===== config.mk =====
export PLATFORM = sky130hd
export DESIGN_NAME = eeprom_addr_loader
export DESIGN_NICKNAME = d
export VERILOG_FILES = /design/src/rtl/eel_pkg.sv /design/src/rtl/eel_tick_gen.sv /design/src/rtl/eel_word_reader.sv /design/src/rtl/eel_load_seq.sv /design/src/rtl/eeprom_addr_loader.sv
export SDC_FILE = /design/constraint.sdc
export NUM_CORES = 1
export LEC_CHECK = 0
export BUFFER_PORTS_ARGS = -buffer_cell sky130_fd_sc_hd__buf_4
export CORE_MARGIN = 2
export CORE_UTILIZATION = 55
export DETAILED_ROUTE_END_ITERATION = 10
export HOLD_SLACK_MARGIN = 0.1
export PLACE_DENSITY = 0.74
export SLEW_MARGIN = 20
export SYNTH_ARGS = -nofsm -noshare
export SYNTH_HDL_FRONTEND = slang
export SYNTH_SLANG_ARGS = --single-unit

===== constraint.sdc =====
create_clock -name clk -period 2.6 [get_ports clk]
set_clock_uncertainty 0.15 [all_clocks]
set_input_delay 0.13 -clock clk [delete_from_list [all_inputs] [get_ports clk]]
set_output_delay 0.13 -clock clk [all_outputs]
set_load 0.01 [all_outputs]

===== src/rtl/eel_pkg.sv =====
package eel_pkg;
  localparam logic [2:0] RD_OPCODE  = 3'b110;
  localparam int         FRAME_BITS = 13;
  localparam int         DATA_BITS  = 16;

  typedef logic [DATA_BITS-1:0] word_t;

  typedef enum logic [2:0] {
    RS_IDLE, RS_DESEL, RS_CMD_LO, RS_CMD_HI, RS_DAT_LO, RS_DAT_HI, RS_FIN
  } rd_state_e;

  typedef enum logic [2:0] {
    SQ_KICK, SQ_PROBE, SQ_REQ, SQ_WAIT, SQ_CHECK, SQ_IDLE
  } sq_state_e;

  // Opcode and masked address, right-aligned in a fixed frame; zero padding leads.
  function automatic logic [FRAME_BITS-1:0] build_frame(input logic [7:0] waddr,
                                                        input logic wide,
                                                        input int narrow_aw,
                                                        input int wide_aw);
    int aw;
    logic [FRAME_BITS-1:0] f;
    logic [FRAME_BITS-1:0] mask;
    aw   = wide ? wide_aw : narrow_aw;
    mask = (FRAME_BITS'(1) << aw) - FRAME_BITS'(1);
    f    = FRAME_BITS'(RD_OPCODE) << aw;
    f    = f | (FRAME_BITS'(waddr) & mask);
    return f;
  endfunction
endpackage


===== src/rtl/eel_tick_gen.sv =====
module eel_tick_gen #(
  parameter int DIV = 4
) (
  input  logic clk,
  input  logic rst,
  input  logic en,
  output logic tick
);
  localparam int CW = $clog2(DIV + 1);

  logic [CW-1:0] cnt;

  assign tick = en && (cnt == CW'(DIV - 1));

  always_ff @(posedge clk) begin
    if (rst || !en) cnt <= '0;
    else if (tick)  cnt <= '0;
    else            cnt <= cnt + 1'b1;
  end

  // the half-period counter never passes the divider value
  p_cnt_bound_r10: assert property (@(posedge clk) disable iff (rst)
    cnt < CW'(DIV));
endmodule


===== src/rtl/eel_word_reader.sv =====
module eel_word_reader
  import eel_pkg::*;
#(
  parameter int DIV       = 4,
  parameter int NARROW_AW = 6,
  parameter int WIDE_AW   = 8
) (
  input  logic       clk,
  input  logic       rst,
  input  logic       req,
  input  logic       wide,
  input  logic [7:0] waddr,
  input  logic       so,
  output logic       cs,
  output logic       sck,
  output logic       si,
  output logic       ack,
  output word_t      rdata
);
  localparam int MAXB  = (FRAME_BITS > DATA_BITS) ? FRAME_BITS : DATA_BITS;
  localparam int CNT_W = $clog2(MAXB);

  rd_state_e             st;
  logic                  tick;
  logic                  hcnt;
  logic [FRAME_BITS-1:0] frame;
  logic [CNT_W-1:0]      bcnt;

  eel_tick_gen #(.DIV(DIV)) u_tick (
    .clk  (clk),
    .rst  (rst),
    .en   (st != RS_IDLE),
    .tick (tick)
  );

  always_ff @(posedge clk) begin
    if (rst) begin
      st    <= RS_IDLE;
      cs    <= 1'b0;
      sck   <= 1'b0;
      si    <= 1'b0;
      ack   <= 1'b0;
      rdata <= '0;
      frame <= '0;
      bcnt  <= '0;
      hcnt  <= 1'b0;
    end else begin
      ack <= 1'b0;
      case (st)
        RS_IDLE: if (req) begin
          frame <= build_frame(waddr, wide, NARROW_AW, WIDE_AW);
          bcnt  <= '0;
          hcnt  <= 1'b0;
          st    <= RS_DESEL;
        end
        RS_DESEL: if (tick) begin
          if (hcnt) begin
            cs    <= 1'b1;
            si    <= frame[FRAME_BITS-1];
            frame <= frame << 1;
            st    <= RS_CMD_LO;
          end else begin
            hcnt <= 1'b1;
          end
        end
        RS_CMD_LO: if (tick) begin
          sck <= 1'b1;
          st  <= RS_CMD_HI;
        end
        RS_CMD_HI: if (tick) begin
          sck <= 1'b0;
          if (bcnt == CNT_W'(FRAME_BITS - 1)) begin
            si   <= 1'b0;
            bcnt <= '0;
            st   <= RS_DAT_LO;
          end else begin
            si    <= frame[FRAME_BITS-1];
            frame <= frame << 1;
            bcnt  <= bcnt + 1'b1;
            st    <= RS_CMD_LO;
          end
        end
        RS_DAT_LO: if (tick) begin
          sck <= 1'b1;
          st  <= RS_DAT_HI;
        end
        RS_DAT_HI: if (tick) begin
          sck   <= 1'b0;
          rdata <= {rdata[DATA_BITS-2:0], so};
          if (bcnt == CNT_W'(DATA_BITS - 1)) begin
            st <= RS_FIN;
          end else begin
            bcnt <= bcnt + 1'b1;
            st   <= RS_DAT_LO;
          end
        end
        RS_FIN: if (tick) begin
          cs  <= 1'b0;
          ack <= 1'b1;
          st  <= RS_IDLE;
        end
        default: st <= RS_IDLE;
      endcase
    end
  end

  // serial data in holds still while the shift clock is high
  p_di_steady_high_r2: assert property (@(posedge clk) disable iff (rst)
    sck |-> $stable(si));
  // no clocking while the part is deselected
  p_sck_low_deselected_r3: assert property (@(posedge clk) disable iff (rst)
    !cs |-> !sck);
  // completion is reported only with the part deselected
  p_ack_deselected_r3: assert property (@(posedge clk) disable iff (rst)
    ack |-> !cs);
endmodule


===== src/rtl/eel_load_seq.sv =====
module eel_load_seq
  import eel_pkg::*;
#(
  parameter int          WORD_COUNT = 64,
  parameter logic [15:0] SIGNATURE  = 16'hBABA,
  parameter int          ADDR_WORDS = 3
) (
  input  logic                      clk,
  input  logic                      rst,
  input  logic                      start,
  input  logic                      ack,
  input  word_t                     rdata,
  output logic                      req,
  output logic                      wide,
  output logic [7:0]                waddr,
  output logic [ADDR_WORDS*16-1:0]  station,
  output logic                      valid,
  output logic                      done
);
  localparam int IW = $clog2(WORD_COUNT);

  sq_state_e               st;
  logic [IW-1:0]           idx;
  word_t                   sum;
  logic                    wide_r;
  logic [ADDR_WORDS*16-1:0] acc;

  assign req   = (st == SQ_KICK) || (st == SQ_REQ);
  assign wide  = (st == SQ_KICK) ? 1'b0 : wide_r;
  assign waddr = 8'(idx);

  always_ff @(posedge clk) begin
    if (rst) begin
      st      <= SQ_KICK;
      idx     <= '0;
      sum     <= '0;
      wide_r  <= 1'b0;
      acc     <= '0;
      station <= '0;
      valid   <= 1'b0;
      done    <= 1'b0;
    end else begin
      done <= 1'b0;
      case (st)
        SQ_KICK: begin
          sum     <= '0;
          idx     <= '0;
          valid   <= 1'b0;
          station <= '0;
          st      <= SQ_PROBE;
        end
        SQ_PROBE: if (ack) begin
          wide_r <= &rdata;
          st     <= SQ_REQ;
        end
        SQ_REQ: st <= SQ_WAIT;
        SQ_WAIT: if (ack) begin
          sum <= sum + rdata;
          for (int k = 0; k < ADDR_WORDS; k++)
            if (idx == IW'(k)) acc[k*16 +: 16] <= rdata;
          if (idx == IW'(WORD_COUNT - 1)) begin
            idx <= '0;
            st  <= SQ_CHECK;
          end else begin
            idx <= idx + 1'b1;
            st  <= SQ_REQ;
          end
        end
        SQ_CHECK: begin
          done <= 1'b1;
          if (sum == SIGNATURE) begin
            valid   <= 1'b1;
            station <= acc;
          end
          st <= SQ_IDLE;
        end
        SQ_IDLE: if (start) st <= SQ_KICK;
        default: st <= SQ_IDLE;
      endcase
    end
  end

  // completion is a single-cycle pulse
  p_done_single_r9: assert property (@(posedge clk) disable iff (rst)
    done |=> !done);
  // without a valid image the address output is zero
  p_invalid_zero_r8: assert property (@(posedge clk) disable iff (rst)
    !valid |-> (station == '0));
  // the address only moves at load start or at the sum check
  p_station_hold_r7: assert property (@(posedge clk) disable iff (rst)
    (st != SQ_CHECK && st != SQ_KICK) |=> $stable(station));
  // the probe access always uses the narrow address width
  p_probe_narrow_r4: assert property (@(posedge clk) disable iff (rst)
    (req && st == SQ_KICK) |-> !wide);
endmodule


===== src/rtl/eeprom_addr_loader.sv =====
module eeprom_addr_loader
  import eel_pkg::*;
#(
  parameter int          CLK_DIV    = 4,
  parameter int          WORD_COUNT = 64,
  parameter logic [15:0] SIGNATURE  = 16'hBABA,
  parameter int          NARROW_AW  = 6,
  parameter int          WIDE_AW    = 8,
  parameter int          ADDR_WORDS = 3
) (
  input  logic                     clk,
  input  logic                     rst,
  input  logic                     start,
  output logic                     ee_cs,
  output logic                     ee_sck,
  output logic                     ee_di,
  input  logic                     ee_do,
  output logic [ADDR_WORDS*16-1:0] station_addr,
  output logic                     addr_valid,
  output logic                     load_done
);
  logic       rd_req;
  logic       rd_wide;
  logic [7:0] rd_addr;
  logic       rd_ack;
  word_t      rd_data;

  eel_word_reader #(
    .DIV       (CLK_DIV),
    .NARROW_AW (NARROW_AW),
    .WIDE_AW   (WIDE_AW)
  ) u_reader (
    .clk   (clk),
    .rst   (rst),
    .req   (rd_req),
    .wide  (rd_wide),
    .waddr (rd_addr),
    .so    (ee_do),
    .cs    (ee_cs),
    .sck   (ee_sck),
    .si    (ee_di),
    .ack   (rd_ack),
    .rdata (rd_data)
  );

  eel_load_seq #(
    .WORD_COUNT (WORD_COUNT),
    .SIGNATURE  (SIGNATURE),
    .ADDR_WORDS (ADDR_WORDS)
  ) u_seq (
    .clk     (clk),
    .rst     (rst),
    .start   (start),
    .ack     (rd_ack),
    .rdata   (rd_data),
    .req     (rd_req),
    .wide    (rd_wide),
    .waddr   (rd_addr),
    .station (station_addr),
    .valid   (addr_valid),
    .done    (load_done)
  );
endmodule


---- After elaboration in Yosys (flattened, before gate mapping) ----
Cells that the tools add are included.
storage, ports and cells
  register bits ........................... 168
  bits in latches ......................... 0
  RAM bits ................................ 0
  memory bits (read-only) ................. 0
  output and inout bits ................... 53
  logic and storage cells ................. 154
  memories ................................ 0
cells by class
  $add $sub $neg .......................... 5
  multiply operators ...................... 0
  div/mod/pow operators ................... 0
  $lt $le $gt $ge ......................... 0
  equality and inequality tests ........... 34
  shift-type cells ........................ 2
  mux-type cells .......................... 54
  bitwise gates (word level) .............. 3
  reduce and logical (&&, ||, !) cells .... 36
operators with widths
  kind                                                   count
  one-hot mux 48 bit (2 select lines)                    1
  2-to-1 mux 13 bit                                      5
  2-to-1 mux 48 bit                                      1
  2-to-1 mux 3 bit                                       13
  one-hot mux 13 bit (3 select lines)                    1
  one-hot mux 16 bit (2 select lines)                    1
  << shifter 1 x 32 -> 13 bit, first input constant      1
  << shifter 3 x 32 -> 13 bit, first input constant      1
  2-to-1 mux 4 bit                                       6
  one-hot mux 3 bit (7 select lines)                     1
  inequality test 2 x 1 -> 1 bit, second input constant  10
  AND reduction 3 bit                                    6
  adder 16 bit                                           1
  equality test 16 bit, second input constant            1
  2-to-1 mux 16 bit                                      1
  AND reduction 16 bit                                   1
  equality test 3 x 2 -> 1 bit, second input constant    5
  equality test 3 bit, second input constant             5
  one-hot mux 3 bit (5 select lines)                     1
  AND 6 x 13 -> 13 bit                                   1
  2-to-1 mux 1 bit                                       13
  OR 13 bit                                              1
  subtractor 13 x 2 -> 13 bit, second input constant     1
  2-to-1 mux 6 bit                                       2
  27 further kinds                                       54

---- Longest topological paths before layout ----
Gate-level depths: netlist of run 1.
  word-level depth ........................ 9
  gate-level depth with buffers ........... 9

---- Cells and area by module ----
From an unflattened synthesis of run 1, not the netlist that was laid out.
second synthesis, totals
  cell total of the unflattened synthesis .. 849
  area, all modules ....................... 7435.9 µm²
modules (own cells, without submodules)
  module           times used  cells each  area an instance (µm²)  sequential area each (µm²)
  eel_load_seq     1           604         5291.3                  2482.4
  eel_word_reader  1           235         2018.2                  820.8
  eel_tick_gen     1           10          126.4                   60.1

---- Worst setup path before layout of run 1 ----
No wires, ideal clock.
  path kind ............................... register -> register
  start point ............................. register u_seq.sum[1]
  end point ............................... register u_seq.station[42]
  library setup time ...................... 0.132 ns
  arrival time ............................ 1.797 ns
  required time ........................... 2.318 ns
  path slack .............................. 0.521 ns
  stages on the path, launching flop included .. 10
  path buffers ............................ 3
  clock period less this slack ............ 2.079 ns
  cell sequence ........................... dfxtp_1 > inv_2 > nor4b_2 > nand4_1 > or4_1 > clkbuf_1 > buf_2 > buf_6 > nand3_1 > a21oi_1
between the ends
  cells in the longest elaborated chain, start to end .. 3
ends and longest elaborated chain
  element                                   RTL line            RTL
  start: declaration                        eel_load_seq.sv:24  word_t sum;
  start signal: assignment                  eel_load_seq.sv:58  sum <= sum + rdata;
  equality test 16 bit                      eel_load_seq.sv:71  if (sum == SIGNATURE) begin
  inequality test 2 x 1 -> 1 bit (no line)  n/a
  AND reduction 2 bit (no line)             n/a
  end signal: assignment                    eel_load_seq.sv:39  station <= '0;
  end signal: assignment                    eel_load_seq.sv:49  station <= '0;
  end signal: assignment                    eel_load_seq.sv:73  station <= acc;
  end: declaration                          eel_load_seq.sv:16  output logic [ADDR_WORDS*16-1:0] station,
Every way passes these cells.
A chain may end at the register's enable or synchronous reset.

---- Final worst setup path of run 1 ----
  start point ............................. register u_reader.u_tick.cnt[0]
  end point ............................... register u_reader.rdata[0]
between the ends
  cells in the longest elaborated chain, start to end .. 3
ends and longest elaborated chain
  element                        RTL line               RTL
  start: declaration             eel_tick_gen.sv:11     logic [CW-1:0] cnt;
  start signal: assignment       eel_tick_gen.sv:18     else cnt <= cnt + 1'b1;
  equality test 3 x 2 -> 1 bit   eel_tick_gen.sv:13     assign tick = en && (cnt == CW'(DIV - 1));
  logical AND 1 bit              eel_tick_gen.sv:13
  AND reduction 2 bit (no line)  n/a
  end signal: assignment         eel_word_reader.sv:89  rdata <= {rdata[DATA_BITS-2:0], so};
  end: declaration               eel_word_reader.sv:18  output word_t rdata
Every way passes these cells.

==> metrics, run 1 <==
outcome finished, final reports clean; Placed Instance Area 7875 um^2; CTS max path bufs 2; Post-Syn Area 7207 um^2; gr ovfl total 0; Synth Instances slightly above 900; post-route cell area 8527 um^2; Setup Viol. Count Final 0; first-pass GRT wire length 28720 um; total die area 14040 um^2; initial antenna violation count 0; routed wire length approximately 17000 um; Pre-antenna DRT Iters 6; DR WL/cell 15.02 um; ys flop type dfxtp_1; total of max-cap violations 0; Async SR Flop Fraction 0%; PD cells around 640 nW/um^2; via/cell ratio 5.686; Syn. warnings 0; CTS clk-pin slew, worst paths 0.06 ns; LEAKAGE 0.003052 uW; IO buf count 56; share of the synthesized area in the top cell type 46.67%; starting density of the core 56.65%; post-route non-filler standard cell count 1148; Slew headroom roughly half; largest net degree at the start of global routing roughly 70; Tmin final 2.412 ns; CTS sink count 168; syn avg cell area 7.876 um^2; Fillers 1138; Residual DRC 0; Chip Width between 100 and 150 um; H-tree depth 4; Routed Antenna Nets 0; Fin Hold WS 0.2731 ns; diodes inserted 0; share of layout cells above drive strength 1 13.11%; fmax 414.6 MHz; number of synthesized flops with an enable pin 0; Crit. End Element flop; Synth area leaders dfxtp_1 47%, a21oi_1 10%, nand2_1 9.8%, nand3_1 7.9%, ha_1 4.0%; TNS Setup 0 ns; Setup CP Type flop to flop; Worst IR Drop VDD 0.0004057 V; largest area contributor in the netlist dfxtp_1; hpwl dp approximately 11000 um; All-Layer GR Usage 24.89%; Ports 57; net count after synthesis 943; Cells after DPL 1112; FP Rows 41; hold crit path type flop to flop; share of the yosys chip area belonging to registers 46.67%; total number of vias 6527; CTS Buf Count 17; worst-path maximum fanout 16; Slew Viols, Final 0; Area growth syn-to-layout 18.32%; worst slew pin tran 0.7566 ns; number of global-route vias before repair roughly 6000; worst skew pair latency 0.42 ns; CTS tree built; final period utilization between 90 and 100%; Core ar. about 13000 um^2; DR iter-0 viols ~610; GP Congestion 0.9075; Final Hold Viols 0; Worst setup SP type flop; post-synth cell types 51; clk root buf clkbuf_16; Post-CTS Setup Repair Bufs 0; Final Util 67.02%; RSZ-0062 raised after global routing false; Nets 992; number of synthesized register bits 168; Critical Path RT 2.81 ns; arrival time worst endpoint ~2.6 ns; Die Span Y around 120 um
-- kinds of logic (layout without fill, tap and decap cells) --
group / count (synthesis) / count (layout) / synth area share (%)
and+or+nand+nor: 412 / 412 / 25.75
AOI/OAI and AO/OA: 215 / 215 / 16.77
DFF: 168 / 168 / 46.67
buffers and inverters: 78 / 139 / 4.306
adders and majority gates: 24 / 24 / 4.271
xor gates and xnor gates: 15 / 15 / 1.823
muxes: 3 / 3 / 0.4167
-- area by class of cell --
| class | instances | area [um^2] | share of cell area [%] |
|---|---|---|---|
| Clock buffer | 24 | 481.7 | 5.649 |
| Clock inverter | 7 | 117.6 | 1.379 |
| Inverter | 12 | 45.04 | 0.5282 |
| Multi-Input combinational cell | 669 | 3546 | 41.58 |
| Sequential cell | 168 | 3363 | 39.44 |
| Tap cell | 172 | 215.2 | 2.524 |
| Timing Repair Buffer | 96 | 758.2 | 8.892 |
-- report_power, final --
group / internal, uW / switching (uW) / total (uW)
combinational: 72.5 / 161 / 233
sequential: 2600 / 16.6 / 2620
clock: 1580 / 990 / 2570
-- synthesized netlist by cell type, types with 6 or more instances --
library cell	n
inv_1	10
a21oi_1	148
xor2_1	6
dfxtp_1	168
buf_2	8
a22oi_1	8
nand4_1	8
nor2_1	51
nand3_1	114
o21ai_1	14
nand2_1	188
a311oi_1	7
buf_1	6
clkbuf_1	51
ha_1	23
nor3_1	8
o21ai_0	7
xnor2_1	9
-- worst max-delay path, cell delays in order (launching register included) --
cell	delay, ns
dfxtp_1	0.33
ha_1	0.15
ha_1	0.31
nor2b_2	0.29
and3_1	0.18
buf_4	0.21
nand2_1	0.08
a21oi_1	0.11
dlygate4sd3_1	0.55
-- placed cells by master, fill, tap and decap left out, types with 4 or more instances in the layout --
cell type      netlist  final
nand2_1            188    188
nand2b_1             4      4
a22oi_1              8      8
buf_4                0     89
inv_1               10     10
a21oi_1            148    148
a211oi_1             5      5
nor4_1               5      4
ha_1                23     23
nand3_1            114    114
clkbuf_16            0     17
and2_1               4      4
o21ai_1             14     14
clkbuf_1            51      4
or4_1                4      4
dlygate4sd3_1        0      5
nor2_1              51     50
xnor2_1              9      9
o211ai_1             5      5
o21ai_0              7      7
nand4_1              8      8
xor2_1               6      6
nor3_1               8      8
or3_1                5      4
dfxtp_1            168    168
and3_1               5      5
a311oi_1             7      7
-- per-stage QoR --
step / power [uW] / worst slack, ns
2_1_floorplan: 2838 / 0.5207
3_3_place_gp: 2897 / 0.3574
3_5_place_dp: 2901 / 0.2952
4_1_cts: 5451 / 0.1352
5_1_grt: 5595 / 0.04387
6_report: 5424 / 0.1878
-- state kept, by name, indices dropped and copies added (netlist names), 3 cells and up --
signal,flops
u_seq.sum,16
u_reader.st,3
u_reader.u_tick.cnt,3
u_reader.frame,13
u_seq.station,48
u_reader.rdata,16
u_seq.acc,48
u_reader.bcnt,4
u_seq.st,3
u_seq.idx,6
-- routing by layer --
layer / share of wire, % / wire [um] / vias to the layer above / GRT usage [%]
met5: 0 / 0 / - / 0
met4: 1.7 / 298 / 0 / 8.408
met3: 5.1 / 874 / 32 / 5.454
met2: 46 / 7942 / 158 / 38.08
met1: 47 / 8131 / 3066 / 34.86
li1: - / - / 3271 / -
-- worst paths after layout --
kind	from	to	slack, ns	cells past startpoint
setup / recovery	u_reader.u_tick.cnt[0]	u_reader.rdata[0]	0.19	8
hold / removal	u_reader.u_tick.cnt[0]	u_reader.u_tick.cnt[0]	0.27	1
setup reg to reg	u_reader.u_tick.cnt[0]	u_reader.rdata[0]	0.19	8
hold reg to reg	u_reader.u_tick.cnt[0]	u_reader.u_tick.cnt[0]	0.27	1
-- what timing repair did --
| action | in CTS | in global routing |
|---|---|---|
| hold buffers | 5 | 0 |
| resized for setup | 0 | 1 |
| hold endpoints to repair | 31 | 0 |
| setup endpoints to repair | 0 | 1 |
No activity file was read; power rests on OpenSTA's default activity.
==> run 2: changes to the inputs <==
--- a/config.mk
+++ b/config.mk
@@ -11,6 +11,7 @@
 export DETAILED_ROUTE_END_ITERATION = 10
 export HOLD_SLACK_MARGIN = 0.1
 export PLACE_DENSITY = 0.74
+export SETUP_SLACK_MARGIN = 0.2
 export SLEW_MARGIN = 20
 export SYNTH_ARGS = -nofsm -noshare
 export SYNTH_HDL_FRONTEND = slang
==> run 2 against run 1 <==
  * Count of clock-buffer cells in the layout stayed put
  * Critical path type unchanged
  * Register-to-register slack better by 0.11 ns
  * Global-route usage barely moved
  * Critical endpoint is now u_seq.station[36]
  * Sequential share of layout area about the same
  * Via count decreased by 0.20%
  * Power about the same
  * Highest routed layer unchanged
==> metrics, run 2 (synthesis gave the netlist of run 1 again) <==
outcome finished, final reports clean; TNS Setup 0 ns; largest net degree at the start of global routing 71; RSZ-0062 raised after global routing false; Setup Viol. Count Final 0; worst skew pair latency approximately 0.42 ns; largest registers u_seq.acc: 48 flops, u_seq.station: 48 flops; hpwl dp 11240 um; total of max-cap violations 0; FP Rows 41; first-pass GRT wire length between 20000 and 30000 um; worst-path maximum fanout 49; Ports 57; Crit. End Element flop; DRT met1 WL ~8200 um; commonest cells after routing, fill and taps aside 188 x nand2_1, 167 x dfxtp_1, 148 x a21oi_1; via/cell ratio 5.679; final period utilization 88.42%; number of global-route vias before repair ~5900; Tmin final approximately 2.3 ns; Pre-antenna DRT Iters 6; CTS tree built; Die Span Y 118.5 um; arrival time worst endpoint 2.44 ns; wire length on met2 about 8000 um; Residual DRC 0; GP Congestion 0.9075; met3 wire length between 800 and 900 um; Routed Antenna Nets 0; Slew Viols, Final 0; diodes inserted 0; fmax 435.0 MHz; max layer used met4; Final Hold Viols 0; worst slew pin tran 0.7513 ns; total die area 14040 um^2; Post-CTS Setup Repair Bufs 0; Final Util 66.99%; DR iter-0 viols roughly 600; Worst setup SP type flop; All-Layer GR Usage 24.87%; post-route non-filler standard cell count 1147; CTS Buf Count 17; clk root buf clkbuf_16; Setup CP Type flop to flop; Critical Path RT 2.74 ns; PD cells between 600 and 700 nW/um^2; IO buf count 56; initial antenna violation count 0; Chip Width 118.5 um; Worst IR Drop VDD 0.0004086 V; CTS clk-pin slew, worst paths about 0.060 ns; total number of vias 6514; CTS max path bufs 2; hold crit path type flop to flop; leading cell type in the layout, fill and taps excluded nand2_1; share of layout cells above drive strength 1 13.23%; Cells after DPL ~1100; H-tree depth 4; routed wire length 17300 um; Slew headroom 49.73%; starting density of the core 56.65%; DR WL/cell 15.09 um; Nets 991; Area growth syn-to-layout 18.26%; LEAKAGE 0.003045 uW; CTS sink count about 170; Core ar. around 13000 um^2; gr ovfl total 0
-- run 2: cell types whose count changed in the layout (fill, tap and decap cells not counted), sizes merged --
cell and delta:
dlygate4sd3 -1
-- run 2: critical path: stages (launching register included) --
cell and delay (ns):
dfxtp_1 0.38, inv_2 0.07, nor4b_2 0.28, nand4_1 0.17, or4_1 0.54, buf_4 0.30
nand3_1 0.16, a21oi_1 0.08
-- run 2: metrics by stage --
stage                     instance area, um^2  worst slack, ns  hold slack (ns)  power, uW
after floorplan                          7207           0.5207           0.1160       2838
after global placement                   7875           0.3574           0.2487       2897
after detailed placement                 7875           0.2952           0.2505       2901
after CTS                                8514           0.2664           0.2763       5451
after global routing                     8523           0.2189           0.2987       5593
final                                    8523           0.3012           0.2729       5424
-- run 2: power by group --
part | total [uW] | switching (uW) | leakage [uW] | internal (uW)
combinational | 234 | 161 | 0.00141 | 72.5
sequential | 2620 | 16.4 | 0.00136 | 2600
clock | 2570 | 990 | 0.000283 | 1580
total | 5420 | 1170 | 0.00305 | 4260
-- run 2: final timing paths --
kind	from	to	slack, ns	depth (start not counted)
worst max register to register	u_seq.sum[1]	u_seq.station[36]	0.30	7
worst min register to register	u_reader.u_tick.cnt[0]	u_reader.u_tick.cnt[0]	0.27	1
worst min-delay path	u_reader.u_tick.cnt[0]	u_reader.u_tick.cnt[0]	0.27	1
worst max-delay path	u_seq.sum[1]	u_seq.station[36]	0.30	7
-- run 2: repair_timing --
| item | 4_1_cts | 5_1_grt |
|---|---|---|
| hold buffers | 4 | 0 |
| endpoints found under the hold margin | 31 | 0 |
| setup endpoints to repair | 0 | 4 |
| resized for setup | 0 | 3 |
-- run 2: area by class of cell --
cell class,instances,area [um^2]
Fill cell,1136,4199
Multi-Input combinational cell,669,3551
Sequential cell,168,3364
Timing Repair Buffer,95,748.2
Clock buffer,24,481.7
Tap cell,172,215.2
Clock inverter,7,117.6
Inverter,12,45.04
-- run 2: metal layers --
| metal | up-vias | GRT usage (%) |
|---|---|---|
| met5 | - | 0 |
| met4 | 0 | 8.259 |
| met3 | 30 | 5.357 |
| met2 | 174 | 38.15 |
| met1 | 3043 | 34.85 |
| li1 | 3267 | - |
==> run 3: changes to the inputs <==
--- a/config.mk
+++ b/config.mk
@@ -8,6 +8,7 @@
 export BUFFER_PORTS_ARGS = -buffer_cell sky130_fd_sc_hd__buf_4
 export CORE_MARGIN = 2
 export CORE_UTILIZATION = 55
+export CTS_BUF_LIST = sky130_fd_sc_hd__clkbuf_4 sky130_fd_sc_hd__clkbuf_8 sky130_fd_sc_hd__clkbuf_16
 export DETAILED_ROUTE_END_ITERATION = 10
 export HOLD_SLACK_MARGIN = 0.1
 export PLACE_DENSITY = 0.74
==> run 3 against run 2 <==
  * Combinational power hardly changed
  * Power rose by 0.83%
  * Register-to-register slack about the same
  * Cell count unchanged
  * Critical path type unchanged
  * Highest routed layer unchanged
  * Sequential power barely moved
  * Die area unchanged
  * Maximum frequency grew 0.65%
  * Non-clock buffer count is the same
  * Wire length is 0.47% higher
  * Worst setup slack gained 0.015 ns
  * Utilization up 0.12 points
==> metrics, run 3 (synthesis gave the netlist of run 1 again) <==
fmax 437.9 MHz; register share of total power 47.9%; largest registers u_seq.acc: 48 flops, u_seq.station: 48 flops; Comb pwr share 4.3%; internal power 4298 uW; outcome finished, final reports clean; Ports 57; LEAKAGE 0.003059 uW; Fillers 1134; CTS tree built; Slew headroom 49.44%; via/cell ratio 5.664; Pre-antenna DRT Iters 5; worst skew pair latency between 0.4 and 0.5 ns; Slew Viols, Final 0; Crit. End Element flop; CTS sink count between 150 and 200; Chip Width approximately 120 um; Post-CTS Setup Repair Bufs 0; TNS Setup 0 ns; hpwl dp 11240 um; GR Util met1 34.94%; routed wire length 17380 um; Area growth syn-to-layout 18.47%; clock power share 47.8%; clk root buf clkbuf_16; total number of vias 6497; multi-input logic area approximately 3600 um^2; register area ~3400 um^2; gr ovfl total 0; first-pass GRT wire length 28810 um; Worst IR Drop VDD 0.0004847 V; met2 usage a little under two fifths; DR iter-0 viols roughly 600; leading cell type in the layout, fill and taps excluded nand2_1; Die Span Y approximately 120 um; PD cells 640.5 nW/um^2; share of layout cells above drive strength 1 13.64%; Setup Viol. Count Final 0; Tmin final 2.284 ns; Most Crowded Layer GR met2; CTS Buf Count 17; RSZ-0062 raised after global routing false; IO buf count 56; total of max-cap violations 0; number of global-route vias before repair 5923; CTS max path bufs 2; CTS clk-pin slew, worst paths 0.06 ns; Final Hold Viols 0; starting density of the core a little under three fifths; diodes inserted 0; Core ar. 12720 um^2; hold crit path type flop to flop; Residual DRC 0; Nets 991; DR WL/cell 15.16 um; GP Congestion 0.9075; Setup CP Type flop to flop; Routed Antenna Nets 0; All-Layer GR Usage 24.98%; worst-path maximum fanout 49; Critical Path RT 2.74 ns; H-tree depth 4; worst slew pin tran 0.7556 ns; final period utilization between 80% and 90%; P_sw 1171 uW; Cells after DPL 1112; initial antenna violation count 0; Sw Ratio 21.41%; largest net degree at the start of global routing 71; met3 GRT Util 5.598%; total die area 14040 um^2; arrival time worst endpoint 2.42 ns; Fin Hold WS roughly 0.27 ns; commonest cells after routing, fill and taps aside 188 x nand2_1, 167 x dfxtp_1, 148 x a21oi_1; FP Rows 41; Worst setup SP type flop; post-route non-filler standard cell count approximately 1100
[run 3: metrics by stage]
stage / util [%] / instance area [um^2] / power, uW / setup WS, ns
2_1_floorplan: - / 7207 / 2838 / 0.5207
3_3_place_gp: 61.90 / 7875 / 2897 / 0.3574
3_5_place_dp: 61.90 / 7875 / 2901 / 0.2952
4_1_cts: 67.04 / 8529 / 5495 / 0.2670
5_1_grt: 67.11 / 8538 / 5638 / 0.2190
6_report: 67.11 / 8538 / 5468 / 0.3161
[run 3: area by class of cell]
type / count / area share, %
tap: 172 / 2.521
multi-input combinational: 669 / 41.59
timing repair buffer: 95 / 8.763
inverter: 12 / 0.5275
clock inverter: 7 / 1.377
sequential: 168 / 39.41
clock buffer: 24 / 5.818
[run 3: worst paths after layout]
kind	startpoint	cells past startpoint	slack [ns]	endpoint
worst max register to register	u_seq.sum[1]	7	0.32	u_seq.station[36]
worst min-delay path	u_reader.u_tick.cnt[0]	1	0.27	u_reader.u_tick.cnt[0]
worst min register to register	u_reader.u_tick.cnt[0]	1	0.27	u_reader.u_tick.cnt[0]
worst max-delay path	u_seq.sum[1]	7	0.32	u_seq.station[36]
[run 3: power groups by stage]
stage          combinational [uW]  sequential [uW]  clock (uW)
6_report                      234             2620        2620
5_1_grt                       260             2620        2760
4_1_cts                       232             2620        2640
3_5_place_dp                  226             2680           0
3_3_place_gp                  222             2680           0
2_1_floorplan                 168             2670           0
[run 3: timing repair]
action | in CTS | in global routing
hold endpoints to repair | 31 | 0
hold buffers | 4 | 0
setup endpoints to repair | 0 | 4
gates resized for setup | 0 | 3
[run 3: critical path, cell delays in order, from the launching register on]
cell and delay [ns]:
dfxtp_1 0.38, inv_2 0.07, nor4b_2 0.28, nand4_1 0.16, or4_1 0.54, buf_4 0.30
nand3_1 0.16, a21oi_1 0.08
[run 3: layer usage]
metal | up-vias | wire length, um
li1 | 3274 | -
met1 | 3014 | 8009
met2 | 190 | 8087
met3 | 19 | 1085
met4 | 0 | 201
met5 | - | 0
